## config.mk

```make
export PLATFORM = sky130hd
export DESIGN_NAME = nrn_update_unit
export DESIGN_NICKNAME = d
export VERILOG_FILES = /design/src/rtl/nrn_pkg.sv /design/src/rtl/nrn_cfg_regs.sv /design/src/rtl/nrn_qmul.sv /design/src/rtl/nrn_seq.sv /design/src/rtl/nrn_update_unit.sv
export SDC_FILE = /design/constraint.sdc
export NUM_CORES = 2
export LEC_CHECK = 0
export ABC_AREA = 1
export BUFFER_PORTS_ARGS = -buffer_cell sky130_fd_sc_hd__clkbuf_2
export CORE_MARGIN = 3
export CORE_UTILIZATION = 40
export DETAILED_ROUTE_END_ITERATION = 16
export GPL_TIMING_DRIVEN = 0
export PLACE_DENSITY = 0.68
export SYNTH_ARGS = -nofsm -noshare
export SYNTH_HDL_FRONTEND = slang
export SYNTH_SLANG_ARGS = --single-unit
```

## constraint.sdc

```tcl
create_clock -name clk -period 29.3 [get_ports clk]
set_input_delay 5.86 -clock clk [delete_from_list [all_inputs] [get_ports clk]]
set_output_delay 5.86 -clock clk [all_outputs]
set_load 0.01 [all_outputs]
```

## src/rtl/nrn_pkg.sv

```systemverilog
package nrn_pkg;

    parameter int unsigned QW   = 16;
    parameter int unsigned FRAC = 8;
    localparam int unsigned WW  = 2 * QW + 1;

    typedef logic signed [QW-1:0] q_t;
    typedef logic signed [WW-1:0] wide_t;

    localparam q_t Q_MAX = {1'b0, {(QW-1){1'b1}}};
    localparam q_t Q_MIN = {1'b1, {(QW-1){1'b0}}};

    typedef enum logic [2:0] {
        ST_IDLE, ST_DEC_EX, ST_DEC_IN, ST_GAIN, ST_RELAX, ST_CMP, ST_FIN
    } step_st_e;

    typedef enum logic [3:0] {
        SEL_THR    = 4'd0,
        SEL_VRESET = 4'd1,
        SEL_VREST  = 4'd2,
        SEL_GAIN   = 4'd3,
        SEL_BIAS   = 4'd4,
        SEL_DEX    = 4'd5,
        SEL_DIN    = 4'd6,
        SEL_DV     = 4'd7,
        SEL_REFR   = 4'd8,
        SEL_VMEM   = 4'd9
    } cfg_sel_e;

    typedef struct packed {
        q_t thr;
        q_t v_reset;
        q_t v_rest;
        q_t gain;
        q_t bias;
        q_t dec_ex;
        q_t dec_in;
        q_t dec_v;
    } nrn_cfg_t;

    function automatic q_t sat_w(input wide_t x);
        if ((&x[WW-1:QW-1]) || (~|x[WW-1:QW-1]))
            return x[QW-1:0];
        else if (x[WW-1])
            return Q_MIN;
        else
            return Q_MAX;
    endfunction

    function automatic q_t add_q(input q_t a, input q_t b);
        wide_t s;
        s = a;
        s = s + b;
        return sat_w(s);
    endfunction

    function automatic q_t sub_q(input q_t a, input q_t b);
        wide_t s;
        s = a;
        s = s - b;
        return sat_w(s);
    endfunction

    function automatic q_t drive_q(input q_t gex, input q_t gin,
                                   input q_t ext, input q_t bias);
        wide_t s;
        s = gex;
        s = s - gin + ext + bias;
        return sat_w(s);
    endfunction

    function automatic q_t mul_q(input q_t a, input q_t b);
        wide_t p;
        p = a;
        p = p * b;
        p = p + (1 <<< (FRAC - 1));
        p = p >>> FRAC;
        return sat_w(p);
    endfunction

endpackage

```

## src/rtl/nrn_cfg_regs.sv

```systemverilog
module nrn_cfg_regs
    import nrn_pkg::*;
#(
    parameter int unsigned RW = 8
) (
    input  logic          clk,
    input  logic          rst,
    input  logic          we,
    input  logic [3:0]    sel,
    input  q_t            data,
    output nrn_cfg_t      cfg,
    output logic [RW-1:0] refr_len,
    output logic          vmem_wr
);

    always_ff @(posedge clk) begin
        if (rst) begin
            cfg      <= '0;
            refr_len <= '0;
        end else if (we) begin
            case (sel)
                SEL_THR:    cfg.thr     <= data;
                SEL_VRESET: cfg.v_reset <= data;
                SEL_VREST:  cfg.v_rest  <= data;
                SEL_GAIN:   cfg.gain    <= data;
                SEL_BIAS:   cfg.bias    <= data;
                SEL_DEX:    cfg.dec_ex  <= data;
                SEL_DIN:    cfg.dec_in  <= data;
                SEL_DV:     cfg.dec_v   <= data;
                SEL_REFR:   refr_len    <= data[RW-1:0];
                default: ;
            endcase
        end
    end

    assign vmem_wr = we && (sel == SEL_VMEM);

endmodule

```

## src/rtl/nrn_qmul.sv

```systemverilog
module nrn_qmul
    import nrn_pkg::*;
(
    input  q_t a,
    input  q_t b,
    output q_t y
);

    assign y = mul_q(a, b);

endmodule

```

## src/rtl/nrn_seq.sv

```systemverilog
module nrn_seq
    import nrn_pkg::*;
(
    input  logic     clk,
    input  logic     rst,
    input  logic     start,
    input  logic     in_refr,
    output step_st_e st,
    output logic     busy,
    output logic     done
);

    step_st_e st_nx;

    always_comb begin
        st_nx = st;
        case (st)
            ST_IDLE:   if (start) st_nx = ST_DEC_EX;
            ST_DEC_EX: st_nx = ST_DEC_IN;
            ST_DEC_IN: st_nx = in_refr ? ST_FIN : ST_GAIN;
            ST_GAIN:   st_nx = ST_RELAX;
            ST_RELAX:  st_nx = ST_CMP;
            ST_CMP:    st_nx = ST_FIN;
            ST_FIN:    st_nx = ST_IDLE;
            default:   st_nx = ST_IDLE;
        endcase
    end

    always_ff @(posedge clk) begin
        if (rst) st <= ST_IDLE;
        else     st <= st_nx;
    end

    assign busy = (st != ST_IDLE);
    assign done = (st == ST_FIN);

endmodule

```

## src/rtl/nrn_update_unit.sv

```systemverilog
module nrn_update_unit
    import nrn_pkg::*;
#(
    parameter int unsigned RW = 8
) (
    input  logic          clk,
    input  logic          rst,
    input  logic          cfg_we,
    input  logic [3:0]    cfg_sel,
    input  logic [QW-1:0] cfg_data,
    input  logic          start,
    input  logic [QW-1:0] syn_ex,
    input  logic [QW-1:0] syn_in,
    input  logic [QW-1:0] ext_in,
    output logic          busy,
    output logic          done,
    output logic          spike,
    output logic [QW-1:0] v_out,
    output logic [QW-1:0] g_ex_out,
    output logic [QW-1:0] g_in_out
);

    nrn_cfg_t      cfg_q;
    logic [RW-1:0] refr_len;
    logic          vmem_wr;
    step_st_e      st;
    logic          in_refr;

    q_t gex, gin, v, vinf, vnew, ex_sum, in_sum, ext_r;
    q_t mul_a, mul_b, prod;
    logic [RW-1:0] refr_cnt;
    logic          spike_r;
    logic          accept;

    assign accept = start && !busy;

    nrn_cfg_regs #(.RW(RW)) i_cfg (
        .clk      (clk),
        .rst      (rst),
        .we       (cfg_we && !busy),
        .sel      (cfg_sel),
        .data     (q_t'(cfg_data)),
        .cfg      (cfg_q),
        .refr_len (refr_len),
        .vmem_wr  (vmem_wr)
    );

    nrn_seq i_seq (
        .clk     (clk),
        .rst     (rst),
        .start   (start),
        .in_refr (in_refr),
        .st      (st),
        .busy    (busy),
        .done    (done)
    );

    always_comb begin
        mul_a = '0;
        mul_b = '0;
        case (st)
            ST_DEC_EX: begin mul_a = ex_sum;            mul_b = cfg_q.dec_ex; end
            ST_DEC_IN: begin mul_a = in_sum;            mul_b = cfg_q.dec_in; end
            ST_GAIN:   begin mul_a = cfg_q.gain;
                             mul_b = drive_q(gex, gin, ext_r, cfg_q.bias); end
            ST_RELAX:  begin mul_a = sub_q(v, vinf);    mul_b = cfg_q.dec_v;  end
            default: ;
        endcase
    end

    nrn_qmul i_mul (
        .a (mul_a),
        .b (mul_b),
        .y (prod)
    );

    always_ff @(posedge clk) begin
        if (rst) begin
            gex      <= '0;
            gin      <= '0;
            v        <= '0;
            vinf     <= '0;
            vnew     <= '0;
            ex_sum   <= '0;
            in_sum   <= '0;
            ext_r    <= '0;
            refr_cnt <= '0;
            spike_r  <= 1'b0;
            in_refr  <= 1'b0;
        end else begin
            case (st)
                ST_IDLE: begin
                    if (vmem_wr) v <= q_t'(cfg_data);
                    if (accept) begin
                        ex_sum  <= add_q(gex, q_t'(syn_ex));
                        in_sum  <= add_q(gin, q_t'(syn_in));
                        ext_r   <= q_t'(ext_in);
                        in_refr <= (refr_cnt != '0);
                        spike_r <= 1'b0;
                    end
                end
                ST_DEC_EX: gex <= prod;
                ST_DEC_IN: begin
                    gin <= prod;
                    if (in_refr) refr_cnt <= refr_cnt - 1'b1;
                end
                ST_GAIN:  vinf <= add_q(cfg_q.v_rest, prod);
                ST_RELAX: vnew <= add_q(vinf, prod);
                ST_CMP: begin
                    if (vnew > cfg_q.thr) begin
                        v        <= cfg_q.v_reset;
                        refr_cnt <= refr_len;
                        spike_r  <= 1'b1;
                    end else begin
                        v <= vnew;
                    end
                end
                default: ;
            endcase
        end
    end

    assign spike    = done && spike_r;
    assign v_out    = v;
    assign g_ex_out = gex;
    assign g_in_out = gin;

endmodule

```

# Word-level counts from Yosys, hierarchy flattened
# Cells that the tools add are included.
# op_classes
addsub	10
n_mul	1
div_mod_pow	0
n_lt_le_gt_ge	1
n_eq_ne	20
shift	0
muxes	28
n_bitwise	0
reduce_logical	52
# op_table
op	n
16-bit two-way mux	16
16-bit case mux with 4 select lines	2
18-bit AND reduction	6
18-bit OR reduction	6
16-bit by 16-bit adder with 17-bit output	4
16-bit by 16-bit subtractor with 17-bit output	2
33-bit by 9-bit adder with 33-bit output, second input constant	1
16-bit by 16-bit multiplier with 32-bit output	1
16-bit case mux with 2 select lines	1
2-bit AND reduction	11
18-bit by 16-bit adder with 19-bit output	1
17-bit by 16-bit adder with 18-bit output	1
3-bit case mux with 6 select lines	1
4-bit by 3-bit == test with 1-bit output, second input constant	4
16-bit > comparator	1
8-bit two-way mux	2
8-bit case mux with 2 select lines	1
2-bit != test, second input constant	5
10-bit AND reduction	1
10-bit OR reduction	1
3-bit == test, second input constant	3
4-bit by 2-bit == test with 1-bit output, second input constant	2
4-bit == test, second input constant	2
1-bit zero test	8
other kinds (15)	29
# word_totals
register_bits	277
latchBits	0
ram_bits	0
mem_bits_ro	0
input_bits	72
word_cells	133
memories	0

# Depth between registers and ports, before layout
# depth
word_depth	19
depth_mapped	88
mapped_depth_nobuf	85

# By module
# Synthesis repeated with hierarchy kept, for this count alone.
# unflattened
cells_unflattened	4400
hier_area_um2	30210.2
# modules_own_cells
mod	n_inst	cells_per_inst	area_per_inst_um2
nrn_update_unit	1	2011	13411.6
nrn_qmul	1	1566	11220.8
nrn_cfg_regs	1	799	5418.9
nrn_seq	1	24	158.9

# Worst setup path after synthesis
# Ideal clock, no wire load.
# synth_timing
path_kind	register to register
startpoint	register gin[1], in the netlist g_in_out[1]
endpoint	register vnew[11]
setup_ps	143
arrival_ps	12543
slack_ps	16615
path_stages_with_launch	82
path_buffers	4
synth_period_minus_slack_ps	12685
cell_sequence	dfxtp_1 -> inv_1 -> fa_1 -> inv_1 -> fa_1 -> inv_1 -> ha_1 -> fa_1 -> nand2_1 -> nand2_1 -> nand3_1 -> nand2_2 -> nand2_1 -> nand3_1 -> nand2_1 -> nand2_1 -> nand2_1 -> nand2_1 -> [... 46 more ...] -> nand2_1 -> nand3_1 -> nand2_1 -> a21oi_1 -> o21bai_1 -> nand2_1 -> inv_1 -> nor2_1 -> inv_1 -> a21oi_1 -> inv_1 -> a21oi_1 -> o21ai_0 -> xnor2_1 -> nor2_1 -> nor2_1 -> clkbuf_1 -> a221oi_1
# synth_via
elab_chain_len	19
# synth_rtl
element	line_no	text
from (decl)	nrn_update_unit.sv:29	q_t gex, gin, v, vinf, vnew, ex_sum, in_sum, ext_r;
from (signal assigned)	nrn_update_unit.sv:104	gin <= prod;
16-bit by 16-bit subtractor with 17-bit output *	nrn_pkg.sv:68	s = s - gin + ext + bias;
17-bit by 16-bit adder with 18-bit output *	nrn_pkg.sv:68	
18-bit by 16-bit adder with 19-bit output *	nrn_pkg.sv:68	
18-bit OR reduction	nrn_pkg.sv:42	if ((&x[WW-1:QW-1]) || (~|x[WW-1:QW-1]))
1-bit zero test	nrn_pkg.sv:42	
1-bit logical OR	nrn_pkg.sv:42	
16-bit two-way mux *	nrn_pkg.sv:42	
16-bit case mux with 4 select lines *	nrn_update_unit.sv:61	case (st)
[... 4 more ...]	--	
1-bit logical OR	nrn_pkg.sv:42	
16-bit two-way mux *	nrn_pkg.sv:42	
named net i_mul.y[2]	nrn_qmul.sv:6	output q_t y
16-bit by 16-bit adder with 17-bit output *	nrn_pkg.sv:53	s = s + b;
18-bit OR reduction	nrn_pkg.sv:42	
1-bit zero test	nrn_pkg.sv:42	
1-bit logical OR	nrn_pkg.sv:42	
16-bit two-way mux *	nrn_pkg.sv:42	
to (signal assigned)	nrn_update_unit.sv:108	ST_RELAX: vnew <= add_q(vinf, prod);
to (decl)	nrn_update_unit.sv:29	
# Mark *: on every way through the listed nets, which the timed path passes. The rest lies on a longest branch.
# A chain may end at the register's enable or synchronous reset.

# Worst setup path in the final report
# layout_timing
startpoint	register gin[1], in the netlist g_in_out[1]
endpoint	register vinf[7]
# layout_via
elab_chain_len	19
# layout_rtl
element	line_no	text
16-bit by 16-bit subtractor with 17-bit output *	nrn_pkg.sv:68	
17-bit by 16-bit adder with 18-bit output *	nrn_pkg.sv:68	
18-bit by 16-bit adder with 19-bit output *	nrn_pkg.sv:68	
18-bit OR reduction	nrn_pkg.sv:42	
1-bit zero test	nrn_pkg.sv:42	
1-bit logical OR	nrn_pkg.sv:42	
16-bit two-way mux *	nrn_pkg.sv:42	
16-bit case mux with 4 select lines *	nrn_update_unit.sv:61	
[... 4 more ...]	--	
1-bit logical OR	nrn_pkg.sv:42	
16-bit two-way mux *	nrn_pkg.sv:42	
named net i_mul.y[1]	nrn_qmul.sv:6	
16-bit by 16-bit adder with 17-bit output *	nrn_pkg.sv:53	
18-bit OR reduction	nrn_pkg.sv:42	
1-bit zero test	nrn_pkg.sv:42	
1-bit logical OR	nrn_pkg.sv:42	
16-bit two-way mux *	nrn_pkg.sv:42	
to (signal assigned)	nrn_update_unit.sv:107	ST_GAIN: vinf <= add_q(cfg_q.v_rest, prod);
to (decl)	nrn_update_unit.sv:29	
# Marked as above.

==> results_dict.tcl <==
set metrics [dict create \
    outcome "finished, violations left" \
    violations "capacitance limit, slew limit" \
    cellPowerDensity_nw_per_um2 91.0 \
    synth.avg_cell_area_sq_um 7.43 \
    instances_no_fill 4854 \
    grt_overflow 0 \
    setup_tns_ns 0 \
    slew-limit-headroom_pct -1.60 \
    dp_hpwl_um 76000 \
    cts_root_buf "clkbuf_16" \
    yosysSeqAreaShare_pct 19.9 \
    worst-endpoint-required_ns 29.74 \
    setup_viol 0 \
    slowest_stage "fa_1" \
    period_share_pct 53.5 \
    synth_area_sq_um 27900 \
    hold_class "reg -> reg" \
    critPathMostFrequentCell "nand2_1" \
    power.total_mw 2.80 \
    grt_pass1_vias 25000 \
    place_ws_ns 14.00 \
    placed_area_sq_um 29600 \
    synthesis.nets 4325 \
    die_y_um 270 \
    hold_viol_final 0 \
    htreeDepth 1 \
    cp.buffers_inverters 15 \
    cpLargestDelayFamily "adder cells" \
    drcViolationCount 0 \
    ys_warn_count 0 \
    drt-pass1-iter-count 7 \
    first_iter_violations 2240 \
    critPathKind "reg -> reg" \
    synth_top_area_share_pct 21.5 \
    cts-resized-gates 0 \
    place.gp.congestion 0.988 \
    cts_buffer_depth 3 \
    die_area_sq_um 73000 \
    core_sq_um 68800 \
    timing.hold.ws_ns 0.460 \
    tightestPinTransition_ns 1.52 \
    start_kind "flip-flop" \
    cts_buffers 31 \
    grt_max_degree 17 \
    final_area_sq_um 30800 \
    arrival_ns 16.11 \
    cts_sinks 277 \
    clock_skew_ns 0.0325 \
    start_util_pct 40.6 \
    synth_area_leaders "fa_1 22%, dfxtp_1 20%, inv_1 9.8%, ha_1 8.7%, nand2_1 8.1%" \
    max_stage_delay_ns 0.58 \
    postRouteAntennaNets 0 \
    ys_seq_elements 277 \
    hold_buffers 0 \
    timing.fmax_mhz 63.8 \
    post_cts_buffers 0 \
    synth_edf_count 0 \
    worstSetupEndpointType "flip-flop" \
    syn_to_final_growth_pct 10.2 \
    fin_util_pct 44.7 \
    antenna_found_initial 3 \
    synthDistinctLibCells 53 \
    wl_um 93500 \
    port_buffers 108 \
    peakVddDrop_mv 0.142 \
    clk_latency_ns 0.61 \
    wl_per_cell_um 19.3 \
    grt_pass1_wl_um 145000 \
    path_clk_slew_ns 0.06 \
    grt_usage_pct 25.3 \
    power_leakage_nw 15.0 \
    maxSlewViolCount 11 \
    ys_async_sr_fraction_pct 0 \
    dp.cells 4798 \
    pin_count 123 \
    vias 25500 \
    die_w_um 270 \
    timing.final.ws_setup_ns 13.63 \
    num_rows 96 \
    drive_gt1_share_pct 7.57 \
    syn_inst 3759 \
    critPathMaxFanout 10 \
    cap_violations 1 \
    synth-main-ff-cell "dfxtp_1" \
    cts_tree "built" \
    rsz0062_at_grt "false" \
    viasPerCell 5.26 \
    fin_nets 4466 \
    period_needed_ns 15.67 \
    yosys.area.top_type "fa_1" \
]
registers in the layout, indices dropped and copies added (netlist names), 16 cells and up:
name / flops
g_in_out: 16
ex_sum: 16
i_cfg.cfg: 128
vinf: 16
in_sum: 16
v_out: 16
g_ex_out: 16
vnew: 16
ext_r: 16
Yosys cell counts (38+ instances only):
cell type  instances
fa_1             300
xnor2_1           38
dfxtp_1          277
o21ai_0          253
ha_1             194
clkbuf_1         102
a221oi_1          57
inv_1            729
a21oi_1          232
nand2_1          603
nand3_1          106
nor2_1           466
xor2_1            58
worst paths after layout:
| check | from | to | slack, ns | depth (start not counted) |
|---|---|---|---|---|
| worst max-delay path | g_in_out[1]$_SDFFE_PP0P_ | vinf[7]$_SDFFE_PP0P_ | 13.63 | 76 |
| worst min-delay path | i_cfg.cfg[42]$_SDFFE_PP0P_ | i_cfg.cfg[42]$_SDFFE_PP0P_ | 0.46 | 2 |
| worst max register to register | g_in_out[1]$_SDFFE_PP0P_ | vinf[7]$_SDFFE_PP0P_ | 13.63 | 76 |
| worst min register to register | i_cfg.cfg[42]$_SDFFE_PP0P_ | i_cfg.cfg[42]$_SDFFE_PP0P_ | 0.46 | 2 |
worst reg2reg max path: cells and delay by family, from the launching register on:
family / cells / cell delay, ns
XOR/XNOR: 1 / 0.25
AND/OR/NAND/NOR: 35 / 4.43
AO/OA/AOI/OAI: 13 / 2.56
flip-flops: 1 / 0.45
adder cells (fa/ha/maj): 12 / 5.57
buffers and inverters: 15 / 2.22
per-layer routing:
metal  up-vias  routed length (um)  global-route usage, %
li1      12100                   -                      -
met1     12100               39600                   34.2
met2      1086               41800                   41.1
met3       236                7280                   3.13
met4         0                4740                   10.8
met5         -                   0                      0
cell families after synthesis:
logic type               Yosys count  share of synthesized area (%)
AO/OA/AOI/OAI                    700                           14.8
XOR/XNOR                          98                           3.21
adder cells (fa/ha/maj)          494                           30.2
buffers and inverters            890                           12.1
flip-flops                       277                           19.9
AND/OR/NAND/NOR                 1300                           19.9
final cells by class:
type | instances | area (sq um)
plain buffers | 127 | 505
diodes | 1 | 2.50
flip-flops and latches | 277 | 5550
fillers | 7046 | 38100
repair buffers | 108 | 541
inverters | 763 | 2870
clock buffers | 42 | 907
well taps | 931 | 1160
clock inverters | 13 | 221
multi-input cells | 2592 | 19000
placed cells by master, fill, tap and decap left out, types with 106 or more instances in the layout:
cell,count
a21oi_1,232
clkbuf_2,108
dfxtp_1,277
fa_1,300
ha_1,194
inv_1,729
nand2_1,603
nand3_1,106
nor2_1,466
o21ai_0,253
power breakdown:
part	switching, mW	internal, mW	total, mW
registers	0.0539	0.419	0.473
clock network	0.173	0.261	0.434
logic	1.29	0.598	1.89
No activity file was read; power rests on OpenSTA's default activity.
